$ cat config.mk
export PLATFORM = sky130hd
export DESIGN_NAME = irq_vector_ctl
export DESIGN_NICKNAME = d
export VERILOG_FILES = /design/src/rtl/irq_ctl_pkg.sv /design/src/rtl/irq_pin_sync.sv /design/src/rtl/irq_prio_pick.sv /design/src/rtl/irq_stat_stack.sv /design/src/rtl/irq_vector_ctl.sv
export SDC_FILE = /design/constraint.sdc
export NUM_CORES = 1
export LEC_CHECK = 0
export BUFFER_PORTS_ARGS = -buffer_cell sky130_fd_sc_hd__buf_2
export CAP_MARGIN = 20
export CORE_UTILIZATION = 45
export CTS_CLUSTER_DIAMETER = 30
export CTS_CLUSTER_SIZE = 16
export DETAILED_ROUTE_END_ITERATION = 7
export HOLD_SLACK_MARGIN = 0.03
export PLACE_DENSITY_LB_ADDON = 0.08
export SLEW_MARGIN = 40
export SYNTH_ARGS = -nofsm -noshare
export SYNTH_HDL_FRONTEND = slang
export SYNTH_HIERARCHICAL = 1
export SYNTH_SLANG_ARGS = --single-unit
$ cat constraint.sdc
create_clock -name clk -period 4.1 [get_ports clk]
set_input_delay 0.41 -clock clk [delete_from_list [all_inputs] [get_ports clk]]
set_output_delay 0.41 -clock clk [all_outputs]
set_load 0.01 [all_outputs]
$ cat src/rtl/irq_ctl_pkg.sv
package irq_ctl_pkg;
    localparam int DEF_NUM_EXT   = 3;
    localparam int DEF_NUM_INT   = 5;
    localparam int DEF_VEC_W     = 14;
    localparam int DEF_ASTAT_W   = 8;
    localparam int DEF_MSTAT_W   = 7;
    localparam int DEF_STK_DEPTH = 7;
    localparam int DEF_NEST_BIT  = 4;
    localparam int SLOT_SHIFT    = 2;   // four words per vector slot

    typedef enum logic [1:0] {
        STK_IDLE = 2'd0,
        STK_PUSH = 2'd1,
        STK_POP  = 2'd2
    } stk_op_e;
endpackage

$ cat src/rtl/irq_pin_sync.sv
module irq_pin_sync (
    input  logic clk,
    input  logic rst_n,
    input  logic pin_n,
    output logic active,
    output logic fall
);
    typedef struct packed {
        logic s1;
        logic s2;
        logic prev;
    } sync_t;

    sync_t s_d, s_q;

    always_comb begin
        s_d.s1   = pin_n;
        s_d.s2   = s_q.s1;
        s_d.prev = s_q.s2;
    end

    always_ff @(posedge clk or negedge rst_n) begin
        if (!rst_n) s_q <= '{s1: 1'b1, s2: 1'b1, prev: 1'b1};
        else        s_q <= s_d;
    end

    assign active = ~s_q.s2;
    assign fall   = s_q.prev & ~s_q.s2;
endmodule

$ cat src/rtl/irq_prio_pick.sv
module irq_prio_pick #(
    parameter int N   = 9,
    parameter int IDW = 4
) (
    input  logic [N-1:0]   req,
    input  logic [N-1:0]   svc,
    input  logic           nested,
    output logic           valid,
    output logic [IDW-1:0] id
);
    int          lvl;
    logic        svc_any;
    logic [N-1:0] elig;

    always_comb begin
        svc_any = |svc;
        lvl     = N;
        for (int i = N - 1; i >= 0; i--) begin
            if (svc[i]) lvl = i;
        end
        for (int i = 0; i < N; i++) begin
            elig[i] = req[i] && (!svc_any || (nested && (i < lvl)));
        end
        valid = |elig;
        id    = '0;
        for (int i = N - 1; i >= 0; i--) begin
            if (elig[i]) id = IDW'(i);
        end
    end
endmodule

$ cat src/rtl/irq_stat_stack.sv
module irq_stat_stack
    import irq_ctl_pkg::*;
#(
    parameter int W     = 23,
    parameter int DEPTH = 7,
    localparam int PW   = $clog2(DEPTH + 1)
) (
    input  logic          clk,
    input  logic          rst_n,
    input  stk_op_e       op,
    input  logic [W-1:0]  wdata,
    output logic [W-1:0]  rdata,
    output logic [PW-1:0] level,
    output logic          full,
    output logic          empty
);
    typedef struct packed {
        logic [DEPTH-1:0][W-1:0] mem;
        logic [PW-1:0]           ptr;
    } stk_t;

    stk_t s_d, s_q;
    logic [PW-1:0] top_idx;

    assign top_idx = s_q.ptr - PW'(1);
    assign empty   = (s_q.ptr == '0);
    assign full    = (s_q.ptr == PW'(DEPTH));
    assign level   = s_q.ptr;
    assign rdata   = empty ? '0 : s_q.mem[top_idx];

    always_comb begin
        s_d = s_q;
        if (op == STK_POP && !empty) begin
            s_d.ptr = s_q.ptr - PW'(1);
        end else if (op == STK_PUSH && !full) begin
            s_d.mem[s_q.ptr] = wdata;
            s_d.ptr          = s_q.ptr + PW'(1);
        end
    end

    always_ff @(posedge clk or negedge rst_n) begin
        if (!rst_n) s_q <= '0;
        else        s_q <= s_d;
    end
endmodule

$ cat src/rtl/irq_vector_ctl.sv
module irq_vector_ctl
    import irq_ctl_pkg::*;
#(
    parameter int NUM_EXT   = DEF_NUM_EXT,
    parameter int NUM_INT   = DEF_NUM_INT,
    parameter int VEC_W     = DEF_VEC_W,
    parameter int VEC_BASE  = 0,
    parameter int ASTAT_W   = DEF_ASTAT_W,
    parameter int MSTAT_W   = DEF_MSTAT_W,
    parameter int STK_DEPTH = DEF_STK_DEPTH,
    parameter int NEST_BIT  = DEF_NEST_BIT,
    localparam int NSRC = 1 + NUM_EXT + NUM_INT,
    localparam int IDW  = $clog2(NSRC),
    localparam int MW   = NSRC - 1,
    localparam int FCW  = 2 * MW,
    localparam int CTLW = NEST_BIT + 1,
    localparam int PW   = $clog2(STK_DEPTH + 1),
    localparam int SW   = ASTAT_W + MSTAT_W + MW
) (
    input  logic               clk,
    input  logic               rst_n,
    input  logic [NUM_EXT-1:0] ext_irq_n,
    input  logic [NUM_INT-1:0] int_req,
    input  logic               mask_we,
    input  logic [MW-1:0]      mask_wdata,
    input  logic               ctl_we,
    input  logic [CTLW-1:0]    ctl_wdata,
    input  logic               fc_we,
    input  logic [FCW-1:0]     fc_wdata,
    input  logic [ASTAT_W-1:0] astat_in,
    input  logic [MSTAT_W-1:0] mstat_in,
    input  logic               ack,
    input  logic               rti,
    output logic               irq_valid,
    output logic [IDW-1:0]     irq_id,
    output logic [VEC_W-1:0]   irq_vector,
    output logic [MW-1:0]      mask_o,
    output logic [ASTAT_W-1:0] astat_o,
    output logic [MSTAT_W-1:0] mstat_o,
    output logic               restore_o,
    output logic               stk_ovf_o,
    output logic [PW-1:0]      stk_level_o
);
    typedef struct packed {
        logic               rst_pend;
        logic [NSRC-1:1]    lat;
        logic [NSRC-1:0]    in_svc;
        logic [MW-1:0]      mask;
        logic [NUM_EXT-1:0] edge_sel;
        logic               nested;
        logic [ASTAT_W-1:0] astat;
        logic [MSTAT_W-1:0] mstat;
        logic               restore;
        logic               ovf;
    } ctl_state_t;

    ctl_state_t s_d, s_q;

    logic [NUM_EXT-1:0] pin_act, pin_fall;
    logic [NSRC-1:0]    pend, masked;
    logic               pick_valid;
    logic [IDW-1:0]     pick_id;
    stk_op_e            stk_op;
    logic [SW-1:0]      stk_wdata, stk_rdata;
    logic               stk_full, stk_empty;
    logic [PW-1:0]      stk_level;
    logic               take, take_rst, do_push, do_pop, ovf_hit;
    logic [NSRC-1:1]    hw_set, fc_ok, set_v, clr_v;
    logic [MW-1:0]      fc_force, fc_clear;
    logic               ctl_unused;

    // Edge detectors and synchronizers, one per pin
    for (genvar g = 0; g < NUM_EXT; g++) begin : g_pin
        irq_pin_sync u_sync (
            .clk    (clk),
            .rst_n  (rst_n),
            .pin_n  (ext_irq_n[g]),
            .active (pin_act[g]),
            .fall   (pin_fall[g])
        );
    end

    assign ctl_unused = ^ctl_wdata;
    assign fc_force   = fc_wdata[MW-1:0];
    assign fc_clear   = fc_wdata[FCW-1:MW];

    // Pending requests per source
    always_comb begin
        pend[0] = s_q.rst_pend;
        for (int i = 1; i < NSRC; i++) begin
            if (i <= NUM_EXT) begin
                pend[i]   = s_q.edge_sel[i-1] ? s_q.lat[i] : pin_act[i-1];
                hw_set[i] = pin_fall[i-1] & s_q.edge_sel[i-1];
                fc_ok[i]  = s_q.edge_sel[i-1];
            end else begin
                pend[i]   = s_q.lat[i];
                hw_set[i] = int_req[i-1-NUM_EXT];
                fc_ok[i]  = 1'b1;
            end
        end
        masked = pend & {s_q.mask, 1'b1};
    end

    irq_prio_pick #(.N(NSRC), .IDW(IDW)) u_pick (
        .req    (masked),
        .svc    (s_q.in_svc),
        .nested (s_q.nested),
        .valid  (pick_valid),
        .id     (pick_id)
    );

    // Acknowledge and return decisions
    always_comb begin
        take     = ack && pick_valid && !rti;
        take_rst = take && (pick_id == '0);
        do_push  = take && !take_rst && !stk_full;
        ovf_hit  = take && !take_rst && stk_full;
        do_pop   = rti && !stk_empty;
        if (do_pop)       stk_op = STK_POP;
        else if (do_push) stk_op = STK_PUSH;
        else              stk_op = STK_IDLE;
        stk_wdata = {astat_in, mstat_in, s_q.mask};
    end

    irq_stat_stack #(.W(SW), .DEPTH(STK_DEPTH)) u_stack (
        .clk   (clk),
        .rst_n (rst_n),
        .op    (stk_op),
        .wdata (stk_wdata),
        .rdata (stk_rdata),
        .level (stk_level),
        .full  (stk_full),
        .empty (stk_empty)
    );

    // Next state
    always_comb begin
        s_d         = s_q;
        s_d.restore = do_pop;
        s_d.ovf     = ovf_hit;

        for (int i = 1; i < NSRC; i++) begin
            set_v[i] = hw_set[i] | (fc_we & fc_ok[i] & fc_force[i-1]);
            clr_v[i] = (fc_we & fc_ok[i] & fc_clear[i-1]) |
                       (do_push && (pick_id == IDW'(i)));
            if (set_v[i])      s_d.lat[i] = 1'b1;
            else if (clr_v[i]) s_d.lat[i] = 1'b0;
        end

        if (take_rst) s_d.rst_pend = 1'b0;

        if (rti) begin
            for (int i = NSRC - 1; i >= 0; i--) begin
                if (s_q.in_svc[i]) s_d.in_svc = s_q.in_svc & ~(NSRC'(1) << i);
            end
        end
        if (do_push) s_d.in_svc[pick_id] = 1'b1;

        if (ctl_we) begin
            s_d.edge_sel = ctl_wdata[NUM_EXT-1:0];
            s_d.nested   = ctl_wdata[NEST_BIT];
        end

        if (mask_we) s_d.mask = mask_wdata;
        if (do_pop) begin
            s_d.mask  = stk_rdata[MW-1:0];
            s_d.mstat = stk_rdata[MW +: MSTAT_W];
            s_d.astat = stk_rdata[MW+MSTAT_W +: ASTAT_W];
        end
    end

    always_ff @(posedge clk or negedge rst_n) begin
        if (!rst_n) begin
            s_q          <= '0;
            s_q.rst_pend <= 1'b1;
        end else begin
            s_q <= s_d;
        end
    end

    assign irq_valid   = pick_valid;
    assign irq_id      = pick_id;
    assign irq_vector  = VEC_W'(VEC_BASE) + (VEC_W'(pick_id) << SLOT_SHIFT);
    assign mask_o      = s_q.mask;
    assign astat_o     = s_q.astat;
    assign mstat_o     = s_q.mstat;
    assign restore_o   = s_q.restore;
    assign stk_ovf_o   = s_q.ovf;
    assign stk_level_o = stk_level;
endmodule

==> reports/results.tsv, run 1 <==
metric	value	unit
netlist_area	10700	µm²
p_int	7.94	mW
grt_use_total	22.6	%
setup_tns	0	ns
areaGrowthSynthToFinish	23.9	%
route.vias.total	6981	
fin_worst_skew	0.0197	ns
post_cts_buffers	0	
cts_max_level	2	
final_util	57.7	%
crit_chain	inv_1, mux2i_1, nor2b_1, o21ba_2, o21ai_1, a21oi_1, o21a_1, nor4b_2, nor4_1, nor3b_2, or3b_1, nor2_2, and3_1, buf_4, mux2_2	
cap_violations	0	
ys_seq_area_share	51.7	%
critical_path.slowest_cell	dfstp_2	
ys_ff_latch	220	
post-dp-hpwl	16.8	mm
grt.busiest_layer	met2	
overflow	0	
cts_tree	done	
fmax	265	MHz
synth-edff-count	0	
antenna_found_initial	0	
start_util	46.5	%
drc_errors	0	
hold_viol	0	
cts_buffers	51	
worst_path_largest_cell_delay	0.55	ns
slew_headroom	47.3	%
hp-class	in2reg	
pwr-share-comb	36.2	%
met3_usage	4.28	%
gr-usage-met2	38.4	%
finalSetupViolations	0	
seqPwrFrac	28.5	%
syn_inst	819	
leakage	6.38	nW
placementRows	55	
clkLatencyLatePin	0.53	ns
crit_arrival	4.17	ns
cp.required	4.50	ns
avgViaCountPerCell	5.44	
grt_max_degree	79	
clkPwrFrac	35.4	%
grtUsageMet1	29.1	%
fin_crit_sh	92.1	%
tightest_slew	0.787	ns
cp-start-kind	flop	
crit_fanout	8	
critical_path.top_delay_family	simple AND/OR/NAND/NOR gates	
syn_avg_cell_area	13.0	µm²
ios	106	
crit_path_end_kind	flop	
drt_iter0_markers	326	
swShare	33.4	%
die_h	156	µm
numPortBuffers	94	
rsz0062_at_grt	false	
nets	990	
synth_flop_cell	dfrtp_1	
clk_transition_reported_paths	0.05	ns
cp.buffers_inverters	2	
dr.pass1.iters	4	
drt-wirelength-per-cell	20.7	µm
drv_slew	0	
clkSinkCount	220	
ant_nets	0	
synthArstFlopShare	100	%
dieArea	24300	µm²
core_area	22900	µm²
crit_type	reg2reg	
n_fill_cell	1888	
ir_worst_vdd	501	µV
grt_pass1_vias	7697	
p_per_area	903	nW/µm²
grt_pass1_wl	42.3	mm
drive_gt1_share	50.5	%
ys_warn_count	6	
period_needed	3.78	ns
status	complete, no violations	
clockRootBuffer	clkbuf_16	
postRouteWirelength	26.5	mm
antenna_cells	0	
die_x	156	µm
synthDistinctLibCells	65	
clockBufferDepth	3	
gp_congestion	0.801	
p_sw	3.99	mW
[cells in the mapped netlist, types with 3 or more instances]
master    count  area share (%)
mux2_2      246              26
dfrtp_1     210              49
buf_4        48             3.4
a22oi_1      47             3.3
a21oi_1      31             1.5
nand2_1      22            0.77
clkbuf_1     19            0.67
o21ai_0      17            0.80
buf_2        15            0.70
nor2b_1      13            0.76
mux2i_1      12             1.1
nor2_1       11            0.39
dfstp_2      10             2.5
inv_1         9            0.32
nand3_1       9            0.42
a21boi_0      7            0.49
a221o_1       6            0.56
and2_1        6            0.35
a21o_1        4            0.28
ha_1          4            0.47
a32o_1        3            0.28
and3b_1       3            0.25
mux2_1        3            0.32
nand3b_1      3            0.21
nand4_1       3            0.18
nand4b_1      3            0.25
nor3b_1       3            0.21
o21ai_1       3            0.14
or2b_1        3            0.21
[cells by family (layout without fill, tap and decap cells)]
group,Yosys count,after routing,synth area share (%)
xor+xnor,2,2,0.164
other cells,1,10,0.0352
simple gates,98,98,5.69
flops,220,220,51.7
fa+ha+maj,4,4,0.469
compound gates,135,135,8.73
buf+inv,98,240,5.77
mux,261,261,27.4
[path summary, 6_finish.rpt]
| path | from | to | slack, ns | depth (start not counted) |
|---|---|---|---|---|
| worst max-delay path | g_pin[1].u_sync/s_d[0] | u_stack/s_q[124] | 0.32 | 15 |
| worst min-delay path | int_req[0] | pend[4] | 0.09 | 2 |
| worst max register to register | g_pin[1].u_sync/s_d[0] | u_stack/s_q[124] | 0.32 | 15 |
| worst min register to register | g_pin[0].u_sync/s_d[1] | g_pin[0].u_sync/s_d[0] | 0.35 | 0 |
| max in group asynchronous | rst_n | g_pin[2].u_sync/s_d[1] | 2.43 | 4 |
| min in group asynchronous | rst_n | mask_o[3] | 0.38 | 2 |
[state kept, by name, indices dropped and copies added, names as in the netlist]
name / count
u_stack/s_q: 161
s_q: 13
mstat_o: 7
g_pin.u_sync/s_d: 6
mask_o: 8
astat_o: 8
stk_ovf_o: 1
restore_o: 1
u_stack/level: 3
fc_ok: 3
pend: 6
g_pin.u_sync/s_q: 3
[routing by layer]
| layer | share of wire, % | up-vias | routed length, µm |
|---|---|---|---|
| met3 | 4.0 | 43 | 1070 |
| met1 | 44 | 3577 | 11800 |
| li1 | - | 3195 | - |
| met5 | 0 | - | 0 |
| met2 | 49 | 166 | 13100 |
| met4 | 2.1 | 0 | 563 |
[power by group through the flow]
stage	Sequential (mW)	Clock, mW	Combinational (mW)
after floorplan	3.23	0	3.26
after global placement	3.36	0	4.18
after detailed placement	3.42	0	4.29
after CTS	3.40	4.29	4.32
after global routing	3.50	4.42	4.67
final	3.40	4.22	4.31
[layout by cell type (no fill, tap or decap), drive strengths merged, types with 10 or more instances in the layout]
cell type | netlist | layout
conb | 1 | 10
dfrtp | 210 | 210
mux2 | 249 | 249
a21oi | 32 | 32
nor2b | 13 | 13
nand2 | 22 | 22
dfstp | 10 | 10
nor2 | 12 | 12
inv | 9 | 11
buf | 69 | 131
o21ai | 20 | 20
clkbuf | 20 | 72
mux2i | 12 | 12
a22oi | 47 | 47
[through the flow]
step           area (µm²)  total power [mW]  setup WS (ns)  hold slack, ns  std cells
3_5_place_dp        11300              7.72          0.201           0.348       1183
2_1_floorplan       10700              6.49          0.327           0.114        828
3_3_place_gp        11300              7.54          0.250           0.346       1182
5_1_grt             13200              12.6          0.118          0.0772       1283
4_1_cts             13200              12.0          0.176          0.0677       1283
6_report            13200              11.9          0.323          0.0922       1283
[layout make-up]
class                   instances  area [µm²]  share of cell area, %
repair buffers                135         843                   6.38
well taps                     313         392                   2.96
clock buffers                  72        1510                   11.4
clock inverters                24         335                   2.54
multi-input cells             510        4580                   34.7
flip-flops and latches        220        5520                   41.8
inverters                       9        33.8                  0.256
[timing repair]
action	4_1_cts	5_1_grt
hold buffers	4	0
endpoints found under the setup margin	0	5
gates resized for setup	0	1
hold endpoints to repair	47	0
No activity file was read; power rests on OpenSTA's default activity.
==> run 2, diff against run 1 <==
==> constraint.sdc (replaced) <==
create_clock -name clk -period 4.8 [get_ports clk]
set_input_delay 0.48 -clock clk [delete_from_list [all_inputs] [get_ports clk]]
set_output_delay 0.48 -clock clk [all_outputs]
set_load 0.01 [all_outputs]
==> reports/results.tsv, run 2 (synthesized netlist as in run 1, its figures left out) <==
metric	value	unit
clkSinkCount	220	
critical_path.top_delay_family	simple AND/OR/NAND/NOR gates	
crit_type	reg2reg	
fin_crit_sh	88.7	%
ir_worst_vdd	453	µV
met3_usage	3.86	%
gr-usage-met2	37.4	%
route.vias.total	6904	
grt_pass1_vias	7328	
placementRows	55	
fin_worst_skew	0.0140	ns
period_needed	4.26	ns
nets	974	
mostFrequentLayoutCell	mux2_2	
clockRootBuffer	clkbuf_16	
drv_slew	0	
crit_arrival	4.67	ns
hp-class	in2reg	
cp.required	5.21	ns
clockBufferDepth	3	
ios	106	
clkLatencyLatePin	0.53	ns
grt_use_total	21.7	%
cts_max_level	2	
cp.buffers_inverters	1	
antenna_found_initial	0	
overflow	0	
drive_gt1_share	50.1	%
setup_tns	0	ns
crit_chain	nor4_4, o2111ai_1, o21ai_0, o21ai_1, a22oi_1, nor4_1, nor3b_1, or3b_1, nor2_2, nand2_1, buf_12, mux2_2	
grtUsageMet1	27.2	%
finalSetupViolations	0	
status	complete, no violations	
cts_tree	done	
leakage	6.31	nW
cap_violations	0	
drt_iter0_markers	274	
die_h	156	µm
slew_headroom	47.7	%
dp_worst_setup_slack	0.530	ns
die_x	156	µm
tightest_slew	0.784	ns
hold_viol	0	
reg_top3	u_stack/s_q (161), s_q (13)	
multi_input_area	4580	µm²
start_util	46.5	%
post_cts_buffers	0	
n_fill_cell	1885	
crit_path_end_kind	flop	
critical_path.slowest_cell	dfrtp_1	
cts_buffers	50	
grt_pass1_wl	40.4	mm
dr.pass1.iters	4	
setup_ws	0.540	ns
worst_path_largest_cell_delay	0.52	ns
gp_congestion	0.834	
grt_max_degree	105	
fmax	235	MHz
antenna_cells	0	
ff_latch_area	5520	µm²
cp-start-kind	flop	
top_register	u_stack/s_q	
numPortBuffers	94	
rsz0062_at_grt	false	
post-dp-hpwl	16.1	mm
largest_reg_flops	161	
crit_fanout	16	
core_area	22900	µm²
drt-wirelength-per-cell	20.2	µm
grt.busiest_layer	met2	
dieArea	24300	µm²
areaGrowthSynthToFinish	22.4	%
layout_common_cells	mux2_2, dfrtp_1, buf_2, clkbuf_16, a22oi_1	
ant_nets	0	
p_per_area	762	nW/µm²
clk_transition_reported_paths	0.05	ns
postRouteWirelength	25.6	mm
avgViaCountPerCell	5.46	
drc_errors	0	
[run 2: changes by cell type in the layout (fill, tap and decap cells not counted), sizes merged]
cell,previous run,this run
inv,11,10
clkinvlp,7,6
dlygate4sd3,4,2
clkbuf,72,61
bufinv,7,8
clkinv,8,16
buf,131,118
[run 2: path summary, 6_finish.rpt]
path                                        startpoint                endpoint  slack, ns  cells past startpoint
worst max-delay path                           s_q[32]         u_stack/s_q[28]       0.54                     12
worst min-delay path                      ext_irq_n[0]  g_pin[0].u_sync/s_d[1]       0.05                      1
worst max register to register                 s_q[32]         u_stack/s_q[28]       0.54                     12
worst min register to register  g_pin[2].u_sync/s_d[1]  g_pin[2].u_sync/s_d[0]       0.35                      0
max in group asynchronous                        rst_n         u_stack/s_q[18]       3.38                      3
min in group asynchronous                        rst_n              mstat_o[0]       0.49                      2
[run 2: area by class of cell]
cell class	instances	share of cell area (%)
clock buffers	61	10.8
clock inverters	31	2.98
inverters	9	0.259
multi-input cells	510	35.1
flip-flops and latches	220	42.2
well taps	313	3.00
repair buffers	120	5.68
[run 2: power breakdown]
group          internal (mW)  switching (mW)  leakage (nW)
sequential              2.47           0.444          2.88
clock                   2.49            1.04         0.874
combinational           1.65            1.86          2.55
total                   6.61            3.34          6.31
[run 2: metal layers]
layer  vias to the layer above  routed length, µm
met1                      3535              11300
li1                       3159                  -
met3                        58               1010
met2                       152              12500
met5                         -                  0
met4                         0                712
[run 2: timing repair]
item	CTS	global route
hold endpoints to repair	54	0
resized for setup	0	0
hold buffers	2	0
[run 2: per-stage QoR]
stage	power, mW	util [%]	hold slack [ns]	instance area [µm²]	std cells
3_3_place_gp	6.31	48.9	0.346	11200	1169
5_1_grt	10.5	57.0	0.0401	13100	1264
3_5_place_dp	6.45	49.1	0.347	11200	1170
4_1_cts	10.0	57.0	0.0364	13100	1264
2_1_floorplan	5.55	-	0.184	10700	828
6_report	9.96	57.0	0.0514	13100	1264
